`src/rtl/edc_pkg.sv`:
```
package edc_pkg;

  // Strobes passed from the control to the datapath
  typedef struct packed {
    logic decStb;     // counted transition at a nonzero count
    logic reloadStb;  // counted transition at zero
  } edc_strobe_t;

endpackage

```
`src/rtl/edc_control.sv`:
```
module edc_control
  import edc_pkg::*;
#(
  parameter int SYNC_STAGES = 2,
  parameter int QUAL_EDGES  = 2
) (
  input  logic        clk,
  input  logic        rst_n,
  input  logic        evtIn,
  input  logic        sampleTick,
  input  logic        runEn,
  input  logic        polarityRise,
  input  logic        filterEn,
  input  logic        atZero,
  output edc_strobe_t strb,
  output logic        evtLevel,
  output logic        tickFall
);

  localparam int QCNT_W = (QUAL_EDGES > 1) ? $clog2(QUAL_EDGES) : 1;

  logic [SYNC_STAGES-1:0] syncChain;
  logic                   syncOut;
  logic                   tickPrev;
  logic                   evtFilt;
  logic                   evtPrev;
  logic [QCNT_W-1:0]      qualCnt;
  logic                   edgeHit;

  // Synchroniser chain for the asynchronous event pin
  genvar gi;
  generate
    for (gi = 0; gi < SYNC_STAGES; gi++) begin : g_sync
      if (gi == 0) begin : g_first
        always_ff @(posedge clk) begin
          if (!rst_n) syncChain[0] <= 1'b0;
          else        syncChain[0] <= evtIn;
        end
      end else begin : g_next
        always_ff @(posedge clk) begin
          if (!rst_n) syncChain[gi] <= 1'b0;
          else        syncChain[gi] <= syncChain[gi-1];
        end
      end
    end
  endgenerate

  assign syncOut = syncChain[SYNC_STAGES-1];

  // Falling-edge detector for the sampling tick
  always_ff @(posedge clk) begin
    if (!rst_n) tickPrev <= 1'b0;
    else        tickPrev <= sampleTick;
  end

  assign tickFall = tickPrev & ~sampleTick;

  // Noise rejector: a level change must survive QUAL_EDGES tick falls
  always_ff @(posedge clk) begin
    if (!rst_n) begin
      evtFilt <= 1'b0;
      qualCnt <= '0;
    end else if (!filterEn) begin
      evtFilt <= syncOut;
      qualCnt <= '0;
    end else if (syncOut == evtFilt) begin
      qualCnt <= '0;
    end else if (tickFall) begin
      if (qualCnt == QCNT_W'(QUAL_EDGES - 1)) begin
        evtFilt <= syncOut;
        qualCnt <= '0;
      end else begin
        qualCnt <= qualCnt + 1'b1;
      end
    end
  end

  always_ff @(posedge clk) begin
    if (!rst_n) evtPrev <= 1'b0;
    else        evtPrev <= evtFilt;
  end

  assign evtLevel = evtFilt;
  assign edgeHit  = polarityRise ? (evtFilt & ~evtPrev) : (~evtFilt & evtPrev);

  always_comb begin
    strb.decStb    = edgeHit & runEn & ~atZero;
    strb.reloadStb = edgeHit & runEn & atZero;
  end

endmodule

```
`src/rtl/edc_datapath.sv`:
```
module edc_datapath
  import edc_pkg::*;
#(
  parameter int CNT_W = 8
) (
  input  logic             clk,
  input  logic             rst_n,
  input  logic [CNT_W-1:0] reloadVal,
  input  edc_strobe_t      strb,
  output logic             atZero,
  output logic [CNT_W-1:0] countOut,
  output logic             underflow
);

  logic [CNT_W-1:0] count;
  logic             ufPulse;

  always_ff @(posedge clk) begin
    if (!rst_n) begin
      count   <= reloadVal;
      ufPulse <= 1'b0;
    end else begin
      ufPulse <= strb.reloadStb;
      if (strb.reloadStb)   count <= reloadVal;
      else if (strb.decStb) count <= count - 1'b1;
    end
  end

  assign atZero    = (count == '0);
  assign countOut  = count;
  assign underflow = ufPulse;

endmodule

```
`src/rtl/event_down_counter.sv`:
```
module event_down_counter
  import edc_pkg::*;
#(
  parameter int CNT_W       = 8,
  parameter int SYNC_STAGES = 2,
  parameter int QUAL_EDGES  = 2
) (
  input  logic             clk,
  input  logic             rst_n,
  input  logic             evtIn,
  input  logic             sampleTick,
  input  logic             runEn,
  input  logic [CNT_W-1:0] reloadVal,
  input  logic             polarityRise,
  input  logic             filterEn,
  output logic [CNT_W-1:0] countOut,
  output logic             underflow
);

  edc_strobe_t strb;
  logic        atZero;
  logic        evtLevel;
  logic        tickFall;

  edc_control #(
    .SYNC_STAGES(SYNC_STAGES),
    .QUAL_EDGES (QUAL_EDGES)
  ) u_ctrl (
    .clk         (clk),
    .rst_n       (rst_n),
    .evtIn       (evtIn),
    .sampleTick  (sampleTick),
    .runEn       (runEn),
    .polarityRise(polarityRise),
    .filterEn    (filterEn),
    .atZero      (atZero),
    .strb        (strb),
    .evtLevel    (evtLevel),
    .tickFall    (tickFall)
  );

  edc_datapath #(
    .CNT_W(CNT_W)
  ) u_dp (
    .clk      (clk),
    .rst_n    (rst_n),
    .reloadVal(reloadVal),
    .strb     (strb),
    .atZero   (atZero),
    .countOut (countOut),
    .underflow(underflow)
  );

endmodule

```
`config.mk`:
```
export PLATFORM = sky130hd
export DESIGN_NAME = event_down_counter
export DESIGN_NICKNAME = d
export VERILOG_FILES = /design/src/rtl/edc_pkg.sv /design/src/rtl/edc_control.sv /design/src/rtl/edc_datapath.sv /design/src/rtl/event_down_counter.sv
export SDC_FILE = /design/constraint.sdc
export NUM_CORES = 1
export LEC_CHECK = 0
export CORE_MARGIN = 4
export CORE_UTILIZATION = 45
export DETAILED_ROUTE_END_ITERATION = 10
export PLACE_DENSITY = 0.77
export SYNTH_ARGS = -nofsm -noshare
export SYNTH_HDL_FRONTEND = slang
export SYNTH_SLANG_ARGS = --single-unit
```
`constraint.sdc`:
```
create_clock -name clk -period 2.1 [get_ports clk]
set_clock_uncertainty 0.05 [all_clocks]
set_input_delay 0.63 -clock clk [delete_from_list [all_inputs] [get_ports clk]]
set_output_delay 0.63 -clock clk [all_outputs]
set_load 0.01 [all_outputs]
```
## After elaboration in Yosys (flattened, before gate mapping)

Index checks and enable logic that the tools add are counted.

- Bitwise gates (word level): 12
- Mux-type cells: 9
- Shift operators: 0
- $lt $le $gt $ge: 0
- $add $sub $neg: 2
- Eq/ne operators: 5
- Div/mod/pow operators: 0
- Multipliers: 0
- Reduce and logical (&&, ||, !) cells: 3

Operator list:

| cell | count |
|---|---|
| $mux W8 | 3 |
| $logic_not A8 Y1 | 1 |
| $sub A8 B1 Y8 const B | 1 |
| $and A1 B1 Y1 | 6 |
| $mux W1 | 6 |
| $not A1 Y1 | 6 |
| $ne A2 B1 Y1 const B | 2 |
| $ne A3 B1 Y1 const B | 1 |
| $reduce_and A3 Y1 | 1 |
| $reduce_or A3 Y1 | 1 |
| $ne A2 B2 Y1 const B | 1 |
| $add A1 B1 Y1 const B | 1 |
| $eq A1 B1 Y1 | 1 |

- ROM bits: 0
- Bits in writable memories: 0
- Bits in latches: 0
- Bits of input ports: 15
- Memories: 0
- Register bits: 15
- Word-level logic and storage cells: 39

## Depth between registers and ports, before layout

Gate-level depths: netlist of the first run.

- Word-level depth: 8
- Depth in mapped cells: 6

## Cells and area by module

Synthesis of the first run repeated with hierarchy kept, for this count alone.

- Cells, all modules: 74
- Area total of the unflattened synthesis: 755.7 µm²

By module, submodules not included:

| module | instances | area each (µm²) | cells an instance |
|---|---|---|---|
| edc_datapath | 1 | 511.7 | 49 |
| edc_control | 1 | 244.0 | 25 |

## Worst setup path after synthesis of the first run

No wires, ideal clock.

- Path type: input port to flip-flop
- Start point: in polarityRise
- End point: reg u_dp.count[0], in the netlist u_dp.countOut[0], data pin
- Library setup time: 260 ps
- Path buffers: 0
- Arrival: 1527 ps
- Required time: 1790 ps
- Stages on the path: 4
- Slack: 262 ps
- Cells stage by stage: nor3b_1 > o211ai_4 > nand2_8 > mux2_4

- Word-level cells in the longest chain between the ends: 5

Ends and longest elaborated chain:

| element | line | RTL |
|---|---|---|
| from (decl) | event_down_counter.sv:14 | `input logic polarityRise,` |
| $mux W1 | edc_control.sv:84 | `assign edgeHit = polarityRise ? (evtFilt & ~evtPrev) : (~evtFilt & evtPrev);` |
| $and A1 B1 Y1 (2 in series) | edc_control.sv:88 | `strb.reloadStb = edgeHit & runEn & atZero;` |
| $mux W8 | edc_datapath.sv:24 | `if (strb.reloadStb) count <= reloadVal;` |
| $mux W8 | edc_datapath.sv:19 | `if (!rst_n) begin` |
| to (signal assigned) | edc_datapath.sv:20 | `count <= reloadVal;` |
| to (signal assigned) | edc_datapath.sv:24 |  |
| to (signal assigned) | edc_datapath.sv:25 | `else if (strb.decStb) count <= count - 1'b1;` |
| to (decl) | edc_datapath.sv:15 | `logic [CNT_W-1:0] count;` |

Every way passes these cells.
A chain may end at the register's enable or synchronous reset.

## Final worst setup path of the first run

- Start point: reg u_dp.count[3], in the netlist u_dp.countOut[3]
- End point: out countOut[3]

RTL lines:

| element | line | RTL |
|---|---|---|
| to (decl) | event_down_counter.sv:16 | `output logic [CNT_W-1:0] countOut,` |

No word-level cell between the ends.

==> results of run 1 <==
## flip-flops by register name, indices dropped and copies added, names as in the netlist
register	cells
u_ctrl.syncOut	1
u_ctrl.evtPrev	1
u_dp.underflow	1
u_ctrl.tickPrev	1
u_dp.countOut	8
u_ctrl.syncChain	1
u_ctrl.evtLevel	1
u_ctrl.qualCnt	1
## power by group
part | internal, mW | total, mW | switching (mW)
sequential | 0.332 | 0.353 | 0.0209
clock | 0.0706 | 0.166 | 0.0949
combinational | 0.0923 | 0.141 | 0.0489
total | 0.495 | 0.659 | 0.165
## stage by stage
step | TNS (ps) | utilization
floorplan | 0 | -
global placement | -1090 | 0.646
detailed placement | -1340 | 0.646
CTS | 0 | 0.662
global route | 0 | 0.662
finish | 0 | 0.662
## area by class of cell
cell class              instances  area share
well taps                      25      0.0277
multi-input cells              44       0.364
clock inverters                 1     0.00442
repair buffers                 26       0.235
inverters                       4      0.0133
clock buffers                   3      0.0199
flip-flops and latches         15       0.336
## final timing paths
path	startpoint	end	slack (ps)	cells past startpoint
hold reg to reg	u_ctrl.syncChain[0]	u_ctrl.syncOut	410	1
setup reg to reg	u_dp.countOut[0]	u_dp.countOut[2]	260	6
setup / recovery	u_dp.countOut[3]	countOut[3]	60	1
hold / removal	u_ctrl.syncChain[0]	u_ctrl.syncOut	410	1
## cells in the mapped netlist (all sizes together), types with 2 or more instances
cell type and instances:
and2 4, dfxtp 7, edfxtp 8, ha 2
inv 4, mux2 7, mux2i 2, nand2 4
nor2 5, nor4 2, xnor2 3, xor2 5
## logic make-up (layout without fill, tap and decap cells)
kind of cell,after synthesis,in the layout,share of synthesized area
AO/OA/AOI/OAI,3,3,0.0419
XOR/XNOR,8,8,0.0868
AND/OR/NAND/NOR,22,22,0.195
buffers and inverters,4,34,0.0186
multiplexers,9,9,0.155
flip-flops,15,15,0.471
adder cells (fa/ha/maj),2,2,0.0310
## metal layers
metal | track usage | up-vias
li1 | - | 276
met1 | 0.152 | 248
met2 | 0.222 | 11
met3 | 0.0386 | 2
met4 | 0.0807 | 0
met5 | 0 | -
==> flow_metrics.tcl, run 1 <==
set metrics [dict create \
    status "complete, no violations" \
    clk_latency_ps 280 \
    topRoutingLayerUsed "met4" \
    vias 537 \
    die-area_um2 2540 \
    area_delta_synth_final_pct 40.2 \
    dp_cells 114 \
    clock_path_buffers 2 \
    peakVddDrop_mv 0.377 \
    dpl_cell_area_um2 1100 \
    synth.distinct_cells 24 \
    layout-drive-gt1-share 0.204 \
    worstPathRequired_ps 1420 \
    ant_nets 0 \
    io_buffers 23 \
    slowest_delay_ps 590 \
    cts_buffers 3 \
    relSlewSlack 0.728 \
    gp_congestion 0.671 \
    die_h_um 50.4 \
    hold_violations 0 \
    met2_wirelength_um 724 \
    finalSetupViolations 0 \
    grt_usage 0.134 \
    drt_pass1_iterations 3 \
    initial_core_util 0.473 \
    cp.arrival_ps 1360 \
    multi_input_area_um2 412 \
    maxSlewViolCount 0 \
    synth_nets 80 \
    clockRootBuffer "clkbuf_4" \
    p_leak_nw 0.456 \
    ys_seq_area_frac 0.471 \
    rows 15 \
    antenna_found_initial 0 \
    fin_cells 118 \
    drv_cap 0 \
    syn-cell-area_um2 807 \
    async_flop_share 0 \
    end_kind "output pin" \
    power_density_nw_per_um2 583 \
    pre_cts_slack_ps -198 \
    path_delay_family "buffers and inverters" \
    fin_ws_ps 60.5 \
    final_cell_area_um2 1130 \
    ios 24 \
    post_cts_buffers 0 \
    rsz0062_at_grt "no" \
    final_common_cell "clkdlybuf4s50_1" \
    htree_levels 1 \
    worst-path-buf-inv 1 \
    drt-vias-per-instance 4.55 \
    drc 0 \
    wire_per_inst_um 12.5 \
    synth.top_cell.area_share 0.298 \
    drt-initial-drc-count 6 \
    yosys.area.top_type "edfxtp_1" \
    yosys_warnings 0 \
    overflow 0 \
    startpoint_type "flop" \
    drt-met1-wl_um 649 \
    netlist_instances 63 \
    synth_edf_count 8 \
    fin_nets 111 \
    dp.final_hpwl_mm 1.18 \
    layout_common_cells "23 x clkdlybuf4s50_1, 8 x edfxtp_1, 7 x mux2_4, 7 x dfxtp_1" \
    worst_pin_slew_ps 405 \
    die_x_um 50.4 \
    clock-sinks 15 \
    cts_resized 0 \
    synth.area.top_cells "edfxtp_1 30%, dfxtp_1 17%, mux2_4 13%" \
    fmax_mhz 490 \
    finalCriticalPeriod_ps 2040 \
    seq_area_um2 380 \
    cts_tree "yes" \
    drt_wl_total_mm 1.47 \
    grt_pass1_wl_mm 2.46 \
    synth.avg_cell_area_um2 12.8 \
    hold_buffers 0 \
    slowest_stage "clkdlybuf4s50_1" \
    ys_ff_latch 15 \
    fin_crit_sh 0.971 \
    path_cells "clkdlybuf4s50_1" \
    wl_met3_um 82 \
    whs_ps 407 \
    core_area_um2 1710 \
    finalPower_mw 0.659 \
    fill_cells 147 \
    n_antenna_cell 0 \
    grt_max_degree 10 \
    synthFlopType "edfxtp_1" \
    grt_pass1_vias 574 \
    crit_fanout 6 \
    crit_type "flop to output pin" \
    clkTransAtPathRegs_ps 100 \
    min_path_type "flop to flop" \
]
No activity file was read; power rests on OpenSTA's default activity.
==> inputs of run 2 (changes only) <==
CORE_UTILIZATION = 25   (was 45)
PLACE_DENSITY = default   (was 0.77)
SLEW_MARGIN = 30   (was default)
TNS_END_PERCENT = 10   (was default)
==> run 2 against run 1 <==
  * Hold slack got worse by 15 ps
  * Global-route usage down 5.8 points
  * Non-clock buffer count rose by 1
  * Final area grew 3.0%
  * Largest cell class unchanged
  * Highest routed layer is now met3
==> flow_metrics.tcl, run 2 (synthesis results as in run 1) <==
set metrics [dict create \
    status "complete, no violations" \
    startpoint "u_dp.countOut[5]" \
    maxSlewViolCount 0 \
    grt_pass1_vias 559 \
    clkTransAtPathRegs_ps 100 \
    worstPathRequired_ps 1420 \
    grt_max_degree 10 \
    core_area_um2 3080 \
    p_leak_nw 0.470 \
    antenna_found_initial 0 \
    drt-vias-per-instance 4.01 \
    hold_violations 0 \
    fin_util 0.378 \
    dp_cells 133 \
    slowest_delay_ps 580 \
    io_buffers 23 \
    final_cell_area_um2 1160 \
    clk_latency_ps 280 \
    relSlewSlack 0.691 \
    crit_path_end "countOut[5]" \
    hold_buffers 0 \
    slowest_stage "clkdlybuf4s50_1" \
    setup_tns_ps 0 \
    r2r_slack_ps 290 \
    overflow 0 \
    initial_core_util 0.262 \
    dp.final_hpwl_mm 1.24 \
    crit_fanout 4 \
    clock-sinks 15 \
    cp.arrival_ps 1340 \
    r2r_end "u_dp.countOut[7]" \
    dpl_cell_area_um2 1130 \
    clockRootBuffer "clkbuf_4" \
    htree_levels 1 \
    clock_path_buffers 2 \
    grt_usage 0.0763 \
    ios 24 \
    die_x_um 64.8 \
    final_common_cell "clkdlybuf4s50_1" \
    layout-drive-gt1-share 0.213 \
    fmax_mhz 496 \
    r2r-start "u_dp.countOut[3]" \
    peakVddDrop_mv 0.337 \
    rows 20 \
    finalCriticalPeriod_ps 2020 \
    power_density_nw_per_um2 563 \
    drt-initial-drc-count 2 \
    worst-path-buf-inv 1 \
    whs_ps 392 \
    rsz0062_at_grt "no" \
    die-area_um2 4200 \
    cts_buffers 3 \
    largest_reg_flops 8 \
    ant_nets 0 \
    crit_type "flop to output pin" \
    drt_pass1_iterations 2 \
    min_path_type "flop to flop" \
    gp_congestion 0.729 \
    drc 0 \
    die_h_um 64.8 \
    wire_per_inst_um 10.7 \
    area_delta_synth_final_pct 44.3 \
    fin_cells 138 \
    rr_worst_depth 4 \
    startpoint_type "flop" \
    end_kind "output pin" \
    fin_nets 112 \
    drt_wl_total_mm 1.48 \
    pre_cts_slack_ps -176 \
    layout_common_cells "22 x clkdlybuf4s50_1, 8 x edfxtp_1, 7 x mux2_4, 7 x dfxtp_1" \
    path_delay_family "buffers and inverters" \
    worst_pin_slew_ps 460 \
    cts_tree "yes" \
    finalSetupViolations 0 \
    n_antenna_cell 0 \
    grt_pass1_wl_mm 2.48 \
    fin_crit_sh 0.961 \
    vias 553 \
    finalPower_mw 0.656 \
    path_cells "clkdlybuf4s50_1" \
    worst-path-stages 1 \
    drv_cap 0 \
    fin_ws_ps 82.7 \
]
run 2: cell types whose count changed in the layout (fill, tap and decap cells not counted), sizes merged:
cell,delta
buf,+1
clkdlybuf4s50,-1
dlymetal6s2s,+1
run 2: worst min path at each step:
stage	cells past startpoint	slack (ps)	endpoint	startpoint
after floorplan	1	360	u_ctrl.syncOut	u_ctrl.syncChain[0]
after global placement	1	380	u_ctrl.syncOut	u_ctrl.syncChain[0]
after detailed placement	1	390	u_ctrl.syncOut	u_ctrl.syncChain[0]
after CTS	1	390	u_ctrl.syncOut	u_ctrl.syncChain[0]
after global routing	1	420	u_ctrl.syncOut	u_ctrl.syncChain[0]
final	1	390	u_ctrl.syncOut	u_ctrl.syncChain[0]
run 2: power breakdown:
part | internal (mW) | switching (mW)
clock | 0.0706 | 0.0898
sequential | 0.332 | 0.0192
combinational | 0.0936 | 0.0507
total | 0.496 | 0.160
run 2: layout make-up:
type                       instances  area (um^2)
fill                             311         1910
inverter                           4         15.0
clock inverter                     1         5.00
sequential                        15          380
tap                               44         55.1
timing repair buffer              27          275
multi-input combinational         44          412
clock buffer                       3         22.5
run 2: routing by layer:
metal | global-route usage | up-vias | wire [um]
li1 | - | 282 | -
met1 | 0.0944 | 252 | 714
met2 | 0.116 | 19 | 647
met3 | 0.0468 | 0 | 118
met4 | 0.00792 | 0 | 0
met5 | 0 | - | 0
run 2: timing repair:
action                     in CTS  in global routing
gates resized for setup         0                  1
setup endpoints to repair       0                  2
setup buffers                   0                  1
